**src/rtl/pc_seq_pkg.sv**
```systemverilog
package pc_seq_pkg;

    typedef enum logic [2:0] {
        SEL_HOLD,
        SEL_INC,
        SEL_BRANCH,
        SEL_JUMP,
        SEL_CALL,
        SEL_RET,
        SEL_IRQ
    } nxt_sel_t;

    typedef struct packed {
        logic fetch;
        logic jump;
        logic branch;
        logic cond;
        logic call;
        logic ret;
        logic irq;
    } ctl_t;

    function automatic nxt_sel_t pick_source(input ctl_t c);
        nxt_sel_t s;
        s = SEL_HOLD;
        if (c.fetch) begin
            if (c.irq)                    s = SEL_IRQ;
            else if (c.ret)               s = SEL_RET;
            else if (c.call)              s = SEL_CALL;
            else if (c.jump)              s = SEL_JUMP;
            else if (c.branch && c.cond)  s = SEL_BRANCH;
            else                          s = SEL_INC;
        end
        return s;
    endfunction

endpackage

```
**src/rtl/pc_ret_stack.sv**
```systemverilog
module pc_ret_stack #(
    parameter int DEPTH = 8,
    parameter int W     = 12
) (
    input  logic         clk,
    input  logic         rst,
    input  logic         push,
    input  logic         pop,
    input  logic [W-1:0] push_data,
    output logic [W-1:0] top_data,
    output logic         empty,
    output logic         full,
    output logic         ovf,
    output logic         unf
);
    localparam int CNT_W = $clog2(DEPTH + 1);
    localparam int IDX_W = (DEPTH > 1) ? $clog2(DEPTH) : 1;

    logic [W-1:0]     mem [DEPTH];
    logic [CNT_W-1:0] cnt;
    logic [CNT_W-1:0] cnt_m1;

    assign empty  = (cnt == '0);
    assign full   = (cnt == CNT_W'(DEPTH));
    assign cnt_m1 = cnt - CNT_W'(1);
    assign top_data = empty ? '0 : mem[cnt_m1[IDX_W-1:0]];

    always_ff @(posedge clk) begin
        if (rst) begin
            cnt <= '0;
            ovf <= 1'b0;
            unf <= 1'b0;
        end else begin
            if (push) begin
                if (full) ovf <= 1'b1;
                else      cnt <= cnt + CNT_W'(1);
            end else if (pop) begin
                if (empty) unf <= 1'b1;
                else       cnt <= cnt_m1;
            end
        end
    end

    always_ff @(posedge clk) begin
        if (!rst && push && !full) mem[cnt[IDX_W-1:0]] <= push_data;
    end

    assert_depth_bound_R7: assert property (@(posedge clk) disable iff (rst)
        cnt <= CNT_W'(DEPTH));
    assert_full_push_dropped_R8: assert property (@(posedge clk) disable iff (rst)
        (push && full) |=> (full && ovf));
    assert_ovf_sticky_R8: assert property (@(posedge clk) disable iff (rst)
        ovf |=> ovf);
    assert_empty_pop_flags_R8: assert property (@(posedge clk) disable iff (rst)
        (pop && !push && empty) |=> (empty && unf));
endmodule

```
**src/rtl/pc_vec_table.sv**
```systemverilog
module pc_vec_table #(
    parameter int N = 4,
    parameter int W = 12
) (
    input  logic                 clk,
    input  logic                 rst,
    input  logic                 we,
    input  logic [$clog2(N)-1:0] wr_idx,
    input  logic [W-1:0]         wr_data,
    input  logic [$clog2(N)-1:0] rd_idx,
    output logic [W-1:0]         rd_data
);
    logic [W-1:0] ent [N];

    for (genvar g = 0; g < N; g++) begin : g_ent
        always_ff @(posedge clk) begin
            if (rst)                           ent[g] <= '0;
            else if (we && wr_idx == g[$clog2(N)-1:0]) ent[g] <= wr_data;
        end
    end

    assign rd_data = ent[rd_idx];

    assert_vec_write_R12: assert property (@(posedge clk) disable iff (rst)
        we |=> (ent[$past(wr_idx)] == $past(wr_data)));
endmodule

```
**src/rtl/pc_next_addr.sv**
```systemverilog
module pc_next_addr
    import pc_seq_pkg::*;
#(
    parameter int PC_W  = 12,
    parameter int OFS_W = 8
) (
    input  ctl_t             ctl,
    input  logic [PC_W-1:0]  cur_pc,
    input  logic [OFS_W-1:0] ofs,
    input  logic [PC_W-1:0]  tgt,
    input  logic [PC_W-1:0]  vec,
    input  logic [PC_W-1:0]  stk_top,
    input  logic             stk_empty,
    output nxt_sel_t         sel,
    output logic [PC_W-1:0]  nxt_pc,
    output logic             push,
    output logic             pop,
    output logic [PC_W-1:0]  push_data
);
    logic [PC_W-1:0] seq_pc;
    logic [PC_W-1:0] ofs_ext;
    logic [PC_W-1:0] rel_pc;

    assign seq_pc  = cur_pc + PC_W'(1);
    assign ofs_ext = PC_W'($signed(ofs));
    assign rel_pc  = cur_pc + ofs_ext;
    assign sel     = pick_source(ctl);

    always_comb begin
        unique case (sel)
            SEL_INC:    nxt_pc = seq_pc;
            SEL_BRANCH: nxt_pc = rel_pc;
            SEL_JUMP:   nxt_pc = tgt;
            SEL_CALL:   nxt_pc = tgt;
            SEL_RET:    nxt_pc = stk_empty ? cur_pc : stk_top;
            SEL_IRQ:    nxt_pc = vec;
            default:    nxt_pc = cur_pc;
        endcase
    end

    assign push      = (sel == SEL_CALL) || (sel == SEL_IRQ);
    assign pop       = (sel == SEL_RET);
    assign push_data = (sel == SEL_IRQ) ? cur_pc : seq_pc;
endmodule

```
**src/rtl/pc_sequencer.sv**
```systemverilog
module pc_sequencer
    import pc_seq_pkg::*;
#(
    parameter int PC_W      = 12,
    parameter int OFS_W     = 8,
    parameter int STK_DEPTH = 8,
    parameter int NUM_VEC   = 4
) (
    input  logic                       clk,
    input  logic                       rst,
    input  logic                       stall,
    input  logic                       fetch_vld,
    input  logic                       jump_en,
    input  logic                       branch_en,
    input  logic                       branch_cond,
    input  logic                       call_en,
    input  logic                       ret_en,
    input  logic [OFS_W-1:0]           branch_ofs,
    input  logic [PC_W-1:0]            target,
    input  logic                       irq_req,
    input  logic [$clog2(NUM_VEC)-1:0] irq_num,
    input  logic                       vec_we,
    input  logic [$clog2(NUM_VEC)-1:0] vec_idx,
    input  logic [PC_W-1:0]            vec_addr,
    output logic [PC_W-1:0]            pc,
    output logic                       irq_taken,
    output logic                       stk_overflow,
    output logic                       stk_underflow
);
    ctl_t            ctl;
    nxt_sel_t        sel;
    logic [PC_W-1:0] nxt_pc;
    logic [PC_W-1:0] vec_pc;
    logic [PC_W-1:0] stk_top;
    logic [PC_W-1:0] push_data;
    logic            stk_empty;
    logic            stk_full;
    logic            push;
    logic            pop;

    always_comb begin
        ctl.fetch  = fetch_vld && !stall && !rst;
        ctl.jump   = jump_en;
        ctl.branch = branch_en;
        ctl.cond   = branch_cond;
        ctl.call   = call_en;
        ctl.ret    = ret_en;
        ctl.irq    = irq_req;
    end

    pc_vec_table #(.N(NUM_VEC), .W(PC_W)) u_vec (
        .clk     (clk),
        .rst     (rst),
        .we      (vec_we),
        .wr_idx  (vec_idx),
        .wr_data (vec_addr),
        .rd_idx  (irq_num),
        .rd_data (vec_pc)
    );

    pc_next_addr #(.PC_W(PC_W), .OFS_W(OFS_W)) u_nxt (
        .ctl       (ctl),
        .cur_pc    (pc),
        .ofs       (branch_ofs),
        .tgt       (target),
        .vec       (vec_pc),
        .stk_top   (stk_top),
        .stk_empty (stk_empty),
        .sel       (sel),
        .nxt_pc    (nxt_pc),
        .push      (push),
        .pop       (pop),
        .push_data (push_data)
    );

    pc_ret_stack #(.DEPTH(STK_DEPTH), .W(PC_W)) u_stk (
        .clk       (clk),
        .rst       (rst),
        .push      (push),
        .pop       (pop),
        .push_data (push_data),
        .top_data  (stk_top),
        .empty     (stk_empty),
        .full      (stk_full),
        .ovf       (stk_overflow),
        .unf       (stk_underflow)
    );

    always_ff @(posedge clk) begin
        if (rst) pc <= '0;
        else     pc <= nxt_pc;
    end

    assign irq_taken = (sel == SEL_IRQ);

    assert_reset_zero_R1: assert property (@(posedge clk)
        rst |=> (pc == '0 && !stk_overflow && !stk_underflow));
    assert_stall_hold_R11: assert property (@(posedge clk) disable iff (rst)
        stall |=> $stable(pc));
    assert_no_fetch_hold_R2: assert property (@(posedge clk) disable iff (rst)
        !fetch_vld |=> $stable(pc));
    assert_seq_step_R2: assert property (@(posedge clk) disable iff (rst)
        (fetch_vld && !stall && !irq_req && !ret_en && !call_en && !jump_en && !branch_en)
        |=> (pc == $past(pc) + PC_W'(1)));
    assert_irq_boundary_R9: assert property (@(posedge clk) disable iff (rst)
        irq_taken |-> (fetch_vld && !stall));
    assert_single_stack_op_R10: assert property (@(posedge clk) disable iff (rst)
        !(push && pop));
    assert_jump_target_R3: assert property (@(posedge clk) disable iff (rst)
        (fetch_vld && !stall && jump_en && !irq_req && !ret_en && !call_en)
        |=> (pc == $past(target)));
endmodule

```
**config.mk**
```make
export PLATFORM = sky130hd
export DESIGN_NAME = pc_sequencer
export DESIGN_NICKNAME = d
export VERILOG_FILES = /design/src/rtl/pc_seq_pkg.sv /design/src/rtl/pc_ret_stack.sv /design/src/rtl/pc_vec_table.sv /design/src/rtl/pc_next_addr.sv /design/src/rtl/pc_sequencer.sv
export SDC_FILE = /design/constraint.sdc
export NUM_CORES = 1
export LEC_CHECK = 0
export BUFFER_PORTS_ARGS = -buffer_cell sky130_fd_sc_hd__clkbuf_2
export CAP_MARGIN = 30
export CORE_AREA = 2 2 125 127
export CTS_BUF_LIST = sky130_fd_sc_hd__clkbuf_16
export DETAILED_ROUTE_END_ITERATION = 10
export DIE_AREA = 0 0 127 129
export MAX_ROUTING_LAYER = met4
export PLACE_DENSITY = 0.76
export SETUP_SLACK_MARGIN = 0.1
export SYNTH_ARGS = -nofsm -noshare
export SYNTH_HDL_FRONTEND = slang
export SYNTH_HIERARCHICAL = 1
export SYNTH_SLANG_ARGS = --single-unit
```
**constraint.sdc**
```tcl
create_clock -name clk -period 3.2 [get_ports clk]
set_input_delay 0.48 -clock clk [delete_from_list [all_inputs] [get_ports clk]]
set_output_delay 0.48 -clock clk [all_outputs]
set_load 0.02 [all_outputs]
```
After elaboration in Yosys (flattened, before gate mapping)

Memories as Yosys holds them, arrays and structs flattened.
Index checks and enable logic that the tools add are counted.

Add/subtract/negate cells: 4
Equal/unequal tests: 13
Bitwise gates (word level): 5
Mux-type cells: 33
Reductions and logical operators: 22

Operator list:

| operator                                                               | count |
|---|---|
| 12-bit 2-to-1 mux                                                      | 6 |
| 12-bit one-hot mux with 5 select lines                                 | 1 |
| 1-bit 2-to-1 mux                                                       | 16 |
| 4-bit 2-to-1 mux                                                       | 4 |
| 3-bit 2-to-1 mux                                                       | 5 |
| 12-bit by 1-bit adder with 12-bit output (second input constant)       | 1 |
| 12-bit adder                                                           | 1 |
| 3-bit equality test (second input constant)                            | 3 |
| 1-bit logical AND                                                      | 9 |
| 3-bit by 2-bit equality test with 1-bit output (second input constant) | 2 |
| 3-bit AND reduction                                                    | 2 |
| 5-bit nonzero test                                                     | 1 |
| 4-bit by 1-bit adder with 4-bit output (second input constant)         | 1 |
| 2-bit equality test (second input constant)                            | 2 |
| 4-bit equality test (second input constant)                            | 1 |
| 4-bit zero test                                                        | 1 |
| 2-bit != test (second input constant)                                  | 2 |
| 1-bit bitwise OR                                                       | 4 |
| 2-bit AND reduction                                                    | 2 |
| 4-bit by 1-bit subtractor with 4-bit output (second input constant)    | 1 |
| 3-bit by 1-bit equality test with 1-bit output (second input constant) | 1 |
| 1-bit zero test                                                        | 3 |
| 2-bit by 1-bit equality test with 1-bit output (second input constant) | 1 |
| 2-bit zero test                                                        | 1 |
| 6 further kinds                                                        | 6 |

Logic and storage cells: 83
Memory bits (writable): 144
Memories kept: 2
Bits of input ports: 47
Bits in registers: 18

Memories:

| memory    | depth | width | rd ports | clocked after Yosys merged registers in | write ports | line               | RTL |
|---|---|---|---|---|---|---|---|
| u_stk.mem | 8     | 12    | 1        | 0                                       | 1           | pc_ret_stack.sv:19 | `logic [W-1:0] mem [DEPTH];` |
| u_vec.ent | 4     | 12    | 1        | 0                                       | 4           | pc_vec_table.sv:13 | `logic [W-1:0] ent [N];` |

Logic depth before layout (Yosys ltp)

Gate-level depths: netlist (run 1).

Word-level depth: 13
Gate-level depth with buffers: 16

By module

The synthesis (run 1) kept the hierarchy.

By module, submodules not included:

| module       | area each (µm²) | cells each | times used | seq. area each (µm²) |
|---|---|---|---|---|
| pc_ret_stack | 4096.4          | 222        | 1          | 3002.9 |
| pc_vec_table | 2089.5          | 137        | 1          | 1441.4 |
| pc_next_addr | 1631.6          | 246        | 1          | 0.0 |
| pc_sequencer | 347.8           | 27         | 1          | 240.2 |

Worst setup path before layout (run 1)

No wires, ideal clock.

Kind: input to register
Start: input rst
End: memory u_stk.mem[3][0] (enable)
Slack: -148 ps
Setup time: 380 ps
Required time: 2820 ps
Path buffers: 4
Data arrival time: 2968 ps
Stages: 10
Cell sequence: buf_6 nor3b_2 clkbuf_1 clkbuf_1 nor2b_1 nor2b_1 buf_2 inv_1 or4_4 nor2_1

RTL lines:

| item               | line               | RTL |
|---|---|---|
| start: declaration | pc_sequencer.sv:10 | `input logic rst,` |
| end: declaration   | pc_ret_stack.sv:19 |  |

Worst setup path after layout (run 1)

Start: register u_stk.cnt[1]
End: register pc[2]

Word-level cells in the longest chain between the ends: 4
Elaborated cells between the ends (all ways): 7

RTL lines:

| item                                        | line               | RTL |
|---|---|---|
| start: declaration                          | pc_ret_stack.sv:20 | `logic [CNT_W-1:0] cnt;` |
| start signal: assignment                    | pc_ret_stack.sv:36 | `else cnt <= cnt + CNT_W'(1);` |
| start signal: assignment                    | pc_ret_stack.sv:39 | `else cnt <= cnt_m1;` |
| 4-bit by 1-bit subtractor with 4-bit output | pc_ret_stack.sv:25 | `assign cnt_m1 = cnt - CNT_W'(1);` |
| memory read 8 x 12 bit                      | -                  |  |
| net stk_top[2]                              | pc_sequencer.sv:34 | `logic [PC_W-1:0] stk_top;` |
| 12-bit 2-to-1 mux                           | pc_next_addr.sv:35 | `SEL_RET: nxt_pc = stk_empty ? cur_pc : stk_top;` |
| 12-bit one-hot mux with 5 select lines      | pc_next_addr.sv:30 | `unique case (sel)` |
| net nxt_pc[2]                               | pc_sequencer.sv:32 | `logic [PC_W-1:0] nxt_pc;` |
| end signal: assignment                      | pc_sequencer.sv:91 | `else pc <= nxt_pc;` |
| end: declaration                            | pc_sequencer.sv:25 | `output logic [PC_W-1:0] pc,` |

The timed path passes the listed nets, and every way through them passes these cells. The select of a mux whose other input is x is not followed.
A chain may end at the register's enable or synchronous reset.

==> impl_metrics.env, run 1 <==
export IMPL_cts_max_path_buffers=2
export IMPL_netlist_instances=632
export IMPL_antenna_found_initial=0
export IMPL_synth_compound_area_share_pct=9.363
export IMPL_rows=45
export IMPL_synth_top_family_by_area="simple AND/OR/NAND/NOR gates"
export IMPL_rsz0062_at_grt="no"
export IMPL_firstDrtPassIters=5
export IMPL_leakage_nw=3.419
export IMPL_cts_tree="built"
export IMPL_final_nets=765
export IMPL_tightest_slew_ns=0.9408
export IMPL_antenna_cells=0
export IMPL_cts_setup_buffers=0
export IMPL_slowest_stage="dfxtp_2"
export IMPL_yosys_top_cells_count="edfxtp_1 (144), nor2_1 (83), nand2_1 (47)"
export IMPL_slew_headroom_pct=36.62
export IMPL_first_iter_violations=552
export IMPL_hold_buffers=0
export IMPL_r2r_start="u_stk/cnt[1]$_SDFFE_PP0P_"
export IMPL_drcViolationCount=0
export IMPL_outcome="finished, final reports clean"
export IMPL_synth_seq_cells=162
export IMPL_fmax_ghz=0.3468
export IMPL_synth_nets=694
export IMPL_critPathArrivalTime_ns=3.19
export IMPL_pre_cts_slack_ns=0.2933
export IMPL_numClockSinks=162
export IMPL_end_kind="flip-flop"
export IMPL_min_path_cells=3
export IMPL_grt_remaining_overflow=0
export IMPL_synth_area_um2=8165
export IMPL_max_cap_violations=0
export IMPL_io_buffers=61
export IMPL_cp_start_kind="flip-flop"
export IMPL_rr_worst_depth=12
export IMPL_synth_edff_count=144
export IMPL_fin_cells=904
export IMPL_r2r_slack_ns=0.32
export IMPL_synth_adder_area_share_pct=2.390
export IMPL_coreArea_um2=14980
export IMPL_routed_wl_mm=19.84
export IMPL_vias_per_cell=6.264
export IMPL_fin_ws_ns=0.3161
export IMPL_async_flop_share_pct=0
export IMPL_drv_slew=0
export IMPL_finish_utilization_pct=62.55
export IMPL_min_path_type="primary input to flip-flop"
export IMPL_fin_tns_setup_ns=0
export IMPL_cts_buffers=17
export IMPL_grt_pass1_wl_mm=30.97
export IMPL_stdcell_area_um2=9368
export IMPL_grt_max_degree=37
export IMPL_crit_path_cell_trace="inv_1 -> ha_1 -> buf_4 -> mux4_2 -> o21ai_0 -> nand2_1 -> mux2i_1 -> nor2_1 -> a221oi_1 -> o311ai_1 -> a22o_1 -> nor2b_1"
export IMPL_htreeDepth=4
export IMPL_syn_avg_cell_area_um2=12.92
export IMPL_hold_viol_final=0
export IMPL_synth_top_area_share_pct=52.96
export IMPL_vias=5663
export IMPL_yosysTopAreaCell="edfxtp_1"
export IMPL_r2r_end="pc[2]$_SDFF_PP0_"
export IMPL_yosys_cell_types_count=70
export IMPL_muxShareOfSynthArea_pct=11.63
export IMPL_ys_seq_area_share_pct=57.37
export IMPL_vdd_drop_max_v=0.0004049
export IMPL_grt_pass1_vias=5722
export IMPL_die_x_um=127
export IMPL_worst_setup_path_type="flip-flop to flip-flop"
export IMPL_ant_nets=0
export IMPL_min_to="u_vec/ent[2][4]$_SDFFCE_PN0P_"
export IMPL_yosys_top_cells_area="edfxtp_1 (53%), mux4_2 (9.4%), dfxtp_1 (4.4%), nor2_1 (3.8%), nand2_1 (2.2%)"
export IMPL_syn2layout_area_growth_pct=14.73
export IMPL_synthSimpleGateAreaFrac_pct=13.35
export IMPL_placed_area_um2=8751
export IMPL_grt_use_total_pct=26.13
export IMPL_ys_flop_type="edfxtp_1"
export IMPL_clockRootBuffer="clkbuf_16"
export IMPL_drive_above_1_share_pct=25.84
export IMPL_min_period_over_period_pct=90.12
export IMPL_finalClockSkew_ns=0.007284
export IMPL_min_from="vec_addr[4]"
export IMPL_yosysWarnings=6
export IMPL_power_density_nw_per_um2=528.0
export IMPL_finalSetupViolCount=0
export IMPL_dp_hpwl_mm=13.70
export IMPL_num_io_pins=62
export IMPL_wl_per_cell_um=21.94
export IMPL_period_needed_ns=2.884
export IMPL_yosysMostFrequentCell="edfxtp_1"
export IMPL_path_clk_slew_ns=0.07
export IMPL_crit_required_ns=3.50
export IMPL_die_area_um2=16380
export IMPL_dp_cells=872
export IMPL_cts_resized=0
export IMPL_place_congestion=0.9352
export IMPL_clock_latency_ns=0.43
export IMPL_synth_xor_area_share_pct=2.789
export IMPL_critPathMaxFanout=13
export IMPL_slowest_delay_ns=0.44
export IMPL_start_util_pct=54.52
export IMPL_die_h_um=129
## final cells by class
class,instances,area [µm²]
flip-flops and latches,162,4687
multi-input cells,419,3254
clock inverters,15,190.2
clock buffers,17,425.4
well taps,188,235.2
fillers,1123,5609
inverters,12,45.04
repair buffers,91,530.5
## critical path, delay by kind of cell, from the launching register on
kind / cells / cell delay [ns]
DFF: 1 / 0.44
and+or+nand+nor: 3 / 0.29
AOI/OAI and AO/OA: 4 / 0.77
muxes: 2 / 0.48
buffers and inverters: 2 / 0.37
adders and majority gates: 1 / 0.42
## power breakdown
part	internal, mW	switching (mW)
sequential	2.36	0.0400
combinational	0.202	0.288
clock	1.13	0.931
total	3.69	1.26
## metal layers
metal,GRT usage (%),part of all wire [%]
met3,4.906,8.6
met1,33.46,39
met4,11.57,3.3
met5,-,0
met2,41.21,49
## state kept, by name, indices dropped and copies added, names as in the netlist
register,cells
pc,12
u_stk/unf,1
u_stk/ovf,1
u_stk/cnt,4
u_stk/mem,96
u_vec/ent,48
## kinds of logic (layout without fill, tap and decap cells)
| logic type | Yosys count | in the layout |
|---|---|---|
| xor gates and xnor gates | 26 | 26 |
| DFF | 162 | 162 |
| adders and majority gates | 15 | 15 |
| buffers and inverters | 51 | 135 |
| muxes | 49 | 49 |
| and+or+nand+nor | 215 | 215 |
| AOI/OAI and AO/OA | 114 | 114 |
## placed cells by master (no fill, tap or decap), types with 9 or more instances in the layout
cell | Yosys | final
a21oi_1 | 21 | 21
buf_4 | 2 | 30
clkbuf_16 | 0 | 17
clkbuf_2 | 2 | 61
dfxtp_1 | 18 | 16
edfxtp_1 | 144 | 144
ha_1 | 14 | 14
inv_1 | 12 | 12
mux2i_1 | 12 | 12
mux4_2 | 34 | 34
nand2_1 | 47 | 47
nand3b_1 | 14 | 14
nor2_1 | 83 | 77
nor2b_1 | 17 | 17
o21ai_0 | 24 | 24
o21ai_1 | 10 | 10
xnor2_1 | 17 | 17
xor2_1 | 9 | 9
## worst max path at each step
stage,end,cells past startpoint,slack (ns),from
2_1_floorplan,u_stk/mem[1][0]$_DFFE_PP_,10,0.16,rst
3_3_place_gp,u_stk/mem[1][3]$_DFFE_PP_,8,0.33,rst
3_5_place_dp,pc[7]$_SDFF_PP0_,9,0.29,rst
4_1_cts,pc[2]$_SDFF_PP0_,12,0.25,u_stk/cnt[1]$_SDFFE_PP0P_
5_1_grt,pc[7]$_SDFF_PP0_,11,0.13,u_stk/cnt[0]$_SDFFE_PP0P_
6_report,pc[2]$_SDFF_PP0_,12,0.32,u_stk/cnt[1]$_SDFFE_PP0P_
## metrics by stage
step / hold slack, ns / power [mW]
final: 0.4668 / 4.946
after global placement: 0.4540 / 2.907
after floorplan: 0.5078 / 2.766
after global routing: 0.4805 / 5.104
after CTS: 0.4569 / 4.971
after detailed placement: 0.4630 / 2.928
Power figures use the tool's default switching activity.
==> run 2: changes to the inputs <==
--- a/config.mk
+++ b/config.mk
@@ -5,14 +5,14 @@
 export SDC_FILE = /design/constraint.sdc
 export NUM_CORES = 1
 export LEC_CHECK = 0
-export BUFFER_PORTS_ARGS = -buffer_cell sky130_fd_sc_hd__clkbuf_2
+export BUFFER_PORTS_ARGS = -buffer_cell sky130_fd_sc_hd__buf_2
 export CAP_MARGIN = 30
-export CORE_AREA = 2 2 125 127
+export CORE_AREA = 2 2 120 122
 export CTS_BUF_LIST = sky130_fd_sc_hd__clkbuf_16
 export DETAILED_ROUTE_END_ITERATION = 10
-export DIE_AREA = 0 0 127 129
+export DIE_AREA = 0 0 122 124
 export MAX_ROUTING_LAYER = met4
-export PLACE_DENSITY = 0.76
+export PLACE_DENSITY = 0.79
 export SETUP_SLACK_MARGIN = 0.1
 export SYNTH_ARGS = -nofsm -noshare
 export SYNTH_HDL_FRONTEND = slang
==> constraint.sdc (replaced) <==
create_clock -name clk -period 3.03 [get_ports clk]
set_input_delay 0.4545 -clock clk [delete_from_list [all_inputs] [get_ports clk]]
set_output_delay 0.4545 -clock clk [all_outputs]
set_load 0.02 [all_outputs]
==> run 2 against run 1 <==
Net effect:
- register-to-register slack lost 0.12 ns
- sequential cell count is the same
- highest routed layer unchanged
- maximum frequency grew 1.7%
- non-clock buffer count grew 9
- hold slack lost 0.031 ns
==> impl_metrics.env, run 2 (same netlist as run 1, synthesis figures left out) <==
export IMPL_antenna_found_initial=0
export IMPL_use_met1_pct=35.48
export IMPL_clockPowerShare_pct=40.8
export IMPL_grt_pass1_wl_mm=30.79
export IMPL_cts_max_path_buffers=2
export IMPL_crit_path_cell_trace="inv_1 -> ha_2 -> buf_4 -> mux4_2 -> o21ai_1 -> nand2_1 -> mux2i_1 -> nor2_1 -> a221oi_1 -> o311ai_1 -> a22o_1 -> nor2b_1"
export IMPL_pre_cts_slack_ns=0.1897
export IMPL_num_io_pins=62
export IMPL_vias_per_cell=6.338
export IMPL_first_iter_violations=642
export IMPL_firstDrtPassIters=8
export IMPL_grt_pass1_vias=5682
export IMPL_fin_tns_setup_ns=0
export IMPL_antenna_cells=0
export IMPL_r2r_slack_ns=0.19
export IMPL_die_h_um=124
export IMPL_routed_wl_mm=20.01
export IMPL_cpLargestDelayFamily="compound AO/OA/AOI/OAI gates"
export IMPL_cp_start_kind="flip-flop"
export IMPL_path_buf_inv=2
export IMPL_slowest_delay_ns=0.49
export IMPL_coreArea_um2=13720
export IMPL_syn2layout_area_growth_pct=15.17
export IMPL_sequentialPowerShare_pct=48.9
export IMPL_hold_viol_final=0
export IMPL_cts_tree="built"
export IMPL_power_density_nw_per_um2=551.6
export IMPL_outcome="finished, final reports clean"
export IMPL_sw_frac_of_total_pct=24.03
export IMPL_max_cap_violations=0
export IMPL_numClockSinks=162
export IMPL_critPathArrivalTime_ns=3.15
export IMPL_slew_headroom_pct=45.43
export IMPL_vias=5730
export IMPL_combPwrFrac_pct=10.3
export IMPL_rows=43
export IMPL_largest_reg_flops=96
export IMPL_final_common_cell="edfxtp_1"
export IMPL_fmax_ghz=0.3526
export IMPL_grt_remaining_overflow=0
export IMPL_wl_per_cell_um=22.14
export IMPL_slowest_stage="ha_2"
export IMPL_grt_use_total_pct=28.62
export IMPL_critPathMaxFanout=12
export IMPL_tightest_slew_ns=0.8155
export IMPL_io_buffers=61
export IMPL_crit_required_ns=3.34
export IMPL_period_needed_ns=2.836
export IMPL_worst_setup_path_type="flip-flop to flip-flop"
export IMPL_drcViolationCount=0
export IMPL_start_util_pct=59.52
export IMPL_ant_nets=0
export IMPL_clock_latency_ns=0.43
export IMPL_cts_buffers=17
export IMPL_leakage_nw=3.444
export IMPL_grt_max_degree=37
export IMPL_place_congestion=0.9499
export IMPL_min_period_over_period_pct=93.60
export IMPL_end_kind="flip-flop"
export IMPL_drive_above_1_share_pct=26.38
export IMPL_finish_utilization_pct=68.55
export IMPL_min_path_type="primary input to flip-flop"
export IMPL_htreeDepth=4
export IMPL_finalClockSkew_ns=0.008610
export IMPL_path_clk_slew_ns=0.07
export IMPL_drv_slew=0
export IMPL_final_nets=774
export IMPL_gr_usage_met2_pct=47.14
export IMPL_clockRootBuffer="clkbuf_16"
export IMPL_dp_hpwl_mm=13.58
export IMPL_die_area_um2=15130
export IMPL_intPower_mw=3.941
export IMPL_fin_ws_ns=0.1939
export IMPL_die_x_um=122
export IMPL_p_sw_mw=1.246
export IMPL_finalSetupViolCount=0
export IMPL_vdd_drop_max_v=0.0005981
export IMPL_layout_cells_most_common_list="edfxtp_1 (144), nor2_1 (77), buf_2 (62), nand2_1 (47), buf_4 (37)"
export IMPL_rsz0062_at_grt="yes"
export IMPL_use_met3_pct=5.495
export IMPL_gr_max_usage_layer="met2"
run 2: cell count changes in the layout (fill, tap and decap cells not counted), moves of 2 or more:
cell / delta
buf_4: +7
clkinv_8: -4
clkinvlp_4: +2
clkinv_4: -3
nor2_2: -3
inv_8: -2
inv_6: +2
nor2_4: +3
buf_2: +62
clkbuf_2: -61
run 2: cell type report:
type	count	area, µm²
clock buffers	17	425.4
clock inverters	14	151.4
fillers	949	4315
inverters	12	45.04
multi-input cells	419	3272
flip-flops and latches	162	4686
well taps	180	225.2
repair buffers	100	599.3
run 2: metrics by stage:
step,power (mW),hold WS [ns],std cells,cell area [µm²]
floorplan,2.923,0.5078,632,8224
global placement,3.083,0.4549,872,8816
detailed placement,3.105,0.4572,873,8821
CTS,5.210,0.4234,904,9398
global route,5.344,0.4328,904,9404
finish,5.187,0.4363,904,9404
run 2: what timing repair did:
item / 4_1_cts / 5_1_grt
hold buffers: 0 / 0
buffers inserted: 0 / 0
setup endpoints to repair: 0 / 4
gates resized for setup: 0 / 2
run 2: power groups by stage:
stage / Sequential (mW) / Clock (mW) / Combinational [mW]
2_1_floorplan: 2.57 / 0 / 0.351
3_3_place_gp: 2.57 / 0 / 0.508
3_5_place_dp: 2.58 / 0 / 0.523
4_1_cts: 2.53 / 2.15 / 0.528
5_1_grt: 2.54 / 2.23 / 0.577
6_report: 2.54 / 2.12 / 0.537
run 2: path summary, 6_finish.rpt:
| kind | cells after the start | to | from |
|---|---|---|---|
| worst max-delay path | 12 | pc[2]$_SDFF_PP0_ | u_stk/cnt[0]$_SDFFE_PP0P_ |
| worst min-delay path | 3 | u_vec/ent[0][11]$_SDFFCE_PN0P_ | vec_addr[11] |
| worst max register to register | 12 | pc[2]$_SDFF_PP0_ | u_stk/cnt[0]$_SDFFE_PP0P_ |
| worst min register to register | 2 | u_stk/ovf$_SDFFE_PP0P_ | u_stk/ovf$_SDFFE_PP0P_ |
run 2: worst register-to-register path: cells and delay by family (launching register included):
kind	cells	cell delay (ns)
AO/OA/AOI/OAI	4	0.78
adder cells (fa/ha/maj)	1	0.49
buffers and inverters	2	0.36
flip-flops	1	0.33
multiplexers	2	0.49
AND/OR/NAND/NOR	3	0.28
run 2: metal layers:
layer / vias up / wire length, µm
li1: 2556 / -
met1: 2853 / 7794
met2: 277 / 10210
met3: 44 / 1472
met4: 0 / 533
met5: - / 0
==> run 3: changes to the inputs <==
--- a/config.mk
+++ b/config.mk
@@ -5,14 +5,16 @@
 export SDC_FILE = /design/constraint.sdc
 export NUM_CORES = 1
 export LEC_CHECK = 0
+export ABC_AREA = 1
 export BUFFER_PORTS_ARGS = -buffer_cell sky130_fd_sc_hd__buf_2
 export CAP_MARGIN = 30
-export CORE_AREA = 2 2 120 122
+export CORE_AREA = 2 2 123 125
 export CTS_BUF_LIST = sky130_fd_sc_hd__clkbuf_16
+export CTS_CLUSTER_DIAMETER = 150
 export DETAILED_ROUTE_END_ITERATION = 10
-export DIE_AREA = 0 0 122 124
+export DIE_AREA = 0 0 125 127
 export MAX_ROUTING_LAYER = met4
-export PLACE_DENSITY = 0.79
+export PLACE_DENSITY = 0.8
 export SETUP_SLACK_MARGIN = 0.1
 export SYNTH_ARGS = -nofsm -noshare
 export SYNTH_HDL_FRONTEND = slang
==> run 3 against run 2 <==
Net effect:
- combinational power grew 38%
- area after synthesis grew 7.4%
- design area rose by 5.9%
- final cell count is 46% higher
- clock-buffer cell count is the same
- utilization rose by 0.50 points
- critical path depth increased by 4
- clock skew is 0.0026 ns higher
- synthesized cell count rose by 67%
- global-route usage up 0.55 points
==> impl_metrics.env, run 3 <==
export IMPL_vdd_drop_max_v=0.0004543
export IMPL_wl_per_cell_um=16.55
export IMPL_syn2layout_area_growth_pct=13.60
export IMPL_fin_cells=1318
export IMPL_start_util_pct=60.77
export IMPL_netlist_instances=1053
export IMPL_rsz0062_at_grt="no"
export IMPL_critPathMaxFanout=37
export IMPL_fmax_ghz=0.3971
export IMPL_final_common_cell="nand2_1"
export IMPL_cts_buffers=17
export IMPL_stdcell_area_um2=9958
export IMPL_grt_pass1_vias=6849
export IMPL_leakage_nw=4.311
export IMPL_ant_nets=0
export IMPL_die_h_um=127
export IMPL_fin_ws_ns=0.5120
export IMPL_antenna_cells=0
export IMPL_max_cap_violations=0
export IMPL_cts_tree="built"
export IMPL_vias=7256
export IMPL_largest_reg_flops=96
export IMPL_period_needed_ns=2.518
export IMPL_slowest_stage="dfxtp_1"
export IMPL_min_path_type="primary input to flip-flop"
export IMPL_coreArea_um2=14420
export IMPL_cp_start_kind="flip-flop"
export IMPL_first_iter_violations=744
export IMPL_yosysWarnings=6
export IMPL_firstDrtPassIters=5
export IMPL_finish_utilization_pct=69.04
export IMPL_drcViolationCount=0
export IMPL_placed_area_um2=9271
export IMPL_power_density_nw_per_um2=580.4
export IMPL_die_x_um=125
export IMPL_place_congestion=0.9279
export IMPL_critPathArrivalTime_ns=2.82
export IMPL_crit_top_cell="nor2_1"
export IMPL_grt_max_degree=54
export IMPL_hold_buffers=0
export IMPL_synth_nets=1115
export IMPL_worst_setup_path_type="flip-flop to flip-flop"
export IMPL_cts_max_path_buffers=2
export IMPL_dp_cells=1286
export IMPL_fin_tns_setup_ns=0
export IMPL_syn_avg_cell_area_um2=8.325
export IMPL_numClockSinks=162
export IMPL_drive_above_1_share_pct=13.67
export IMPL_finalSetupViolCount=0
export IMPL_crit_required_ns=3.33
export IMPL_path_clk_slew_ns=0.06
export IMPL_hold_viol_final=0
export IMPL_end_kind="flip-flop"
export IMPL_final_nets=1183
export IMPL_grt_remaining_overflow=0
export IMPL_pre_cts_slack_ns=0.4195
export IMPL_cts_setup_buffers=0
export IMPL_io_buffers=61
export IMPL_cts_resized=0
export IMPL_crit_path_cell_trace="inv_1 -> ha_1 -> buf_4 -> nor2_1 -> o21ai_0 -> o21ai_1 -> nor2_1 -> nor2_1 -> nand2_1 -> o21ai_0 -> nand2_1 -> nand3_1 -> nor2_1 -> nor2_1 -> inv_1 -> nor2_1"
export IMPL_grt_use_total_pct=29.17
export IMPL_vias_per_cell=5.505
export IMPL_routed_wl_mm=21.82
export IMPL_layout_cells_most_common_list="nand2_1 (233), nor2_1 (206), edfxtp_1 (144), inv_1 (133), nand3_1 (84)"
export IMPL_dp_hpwl_mm=14.83
export IMPL_synth_area_um2=8766
export IMPL_drv_slew=0
export IMPL_clock_latency_ns=0.43
export IMPL_tightest_slew_ns=0.9718
export IMPL_num_io_pins=62
export IMPL_p_total_mw=5.780
export IMPL_rows=44
export IMPL_min_period_over_period_pct=83.10
export IMPL_whs_ns=0.3742
export IMPL_clockRootBuffer="clkbuf_16"
export IMPL_outcome="finished, final reports clean"
export IMPL_grt_pass1_wl_mm=34.98
export IMPL_slowest_delay_ns=0.44
export IMPL_htreeDepth=4
export IMPL_antenna_found_initial=0
export IMPL_finalClockSkew_ns=0.01120
export IMPL_slew_headroom_pct=34.53
export IMPL_die_area_um2=15880
[run 3: metal layers]
layer  wire [µm]  vias to the layer above  GRT usage, %
met5           0                        -             -
met4         609                        0         10.07
met3        1700                       45         4.941
met2       10480                      330         47.15
met1        9028                     3331         37.85
li1            -                     3550             -
[run 3: final cells by class]
| type | instances | area, µm² |
|---|---|---|
| multi-input cells | 712 | 3311 |
| inverters | 137 | 516.7 |
| fillers | 1159 | 4466 |
| well taps | 184 | 230.2 |
| flip-flops and latches | 162 | 4686 |
| clock buffers | 17 | 425.4 |
| repair buffers | 91 | 528.0 |
| clock inverters | 15 | 261.5 |
[run 3: path summary, 6_finish.rpt]
| check | from | end | slack (ns) | depth (start not counted) |
|---|---|---|---|---|
| hold reg to reg | u_stk/ovf$_SDFFE_PP0P_ | u_stk/ovf$_SDFFE_PP0P_ | 0.51 | 1 |
| setup reg to reg | u_stk/cnt[1]$_SDFFE_PP0P_ | pc[6]$_SDFF_PP0_ | 0.51 | 16 |
| hold / removal | vec_addr[1] | u_vec/ent[2][1]$_SDFFCE_PN0P_ | 0.37 | 3 |
| setup / recovery | u_stk/cnt[1]$_SDFFE_PP0P_ | pc[6]$_SDFF_PP0_ | 0.51 | 16 |
[run 3: critical path, delay by kind of cell (launching register included)]
family	cells	cell delay, ns
and+or+nand+nor	9	0.84
buffers and inverters	3	0.50
DFF	1	0.44
adders and majority gates	1	0.31
AOI/OAI and AO/OA	3	0.30
[run 3: power by group]
part	switching [mW]	internal [mW]	leakage (nW)	total [mW]
Sequential	0.0388	2.50	1.48	2.54
Combinational	0.515	0.226	2.49	0.741
Clock	0.871	1.62	0.338	2.50
Total	1.43	4.36	4.31	5.78
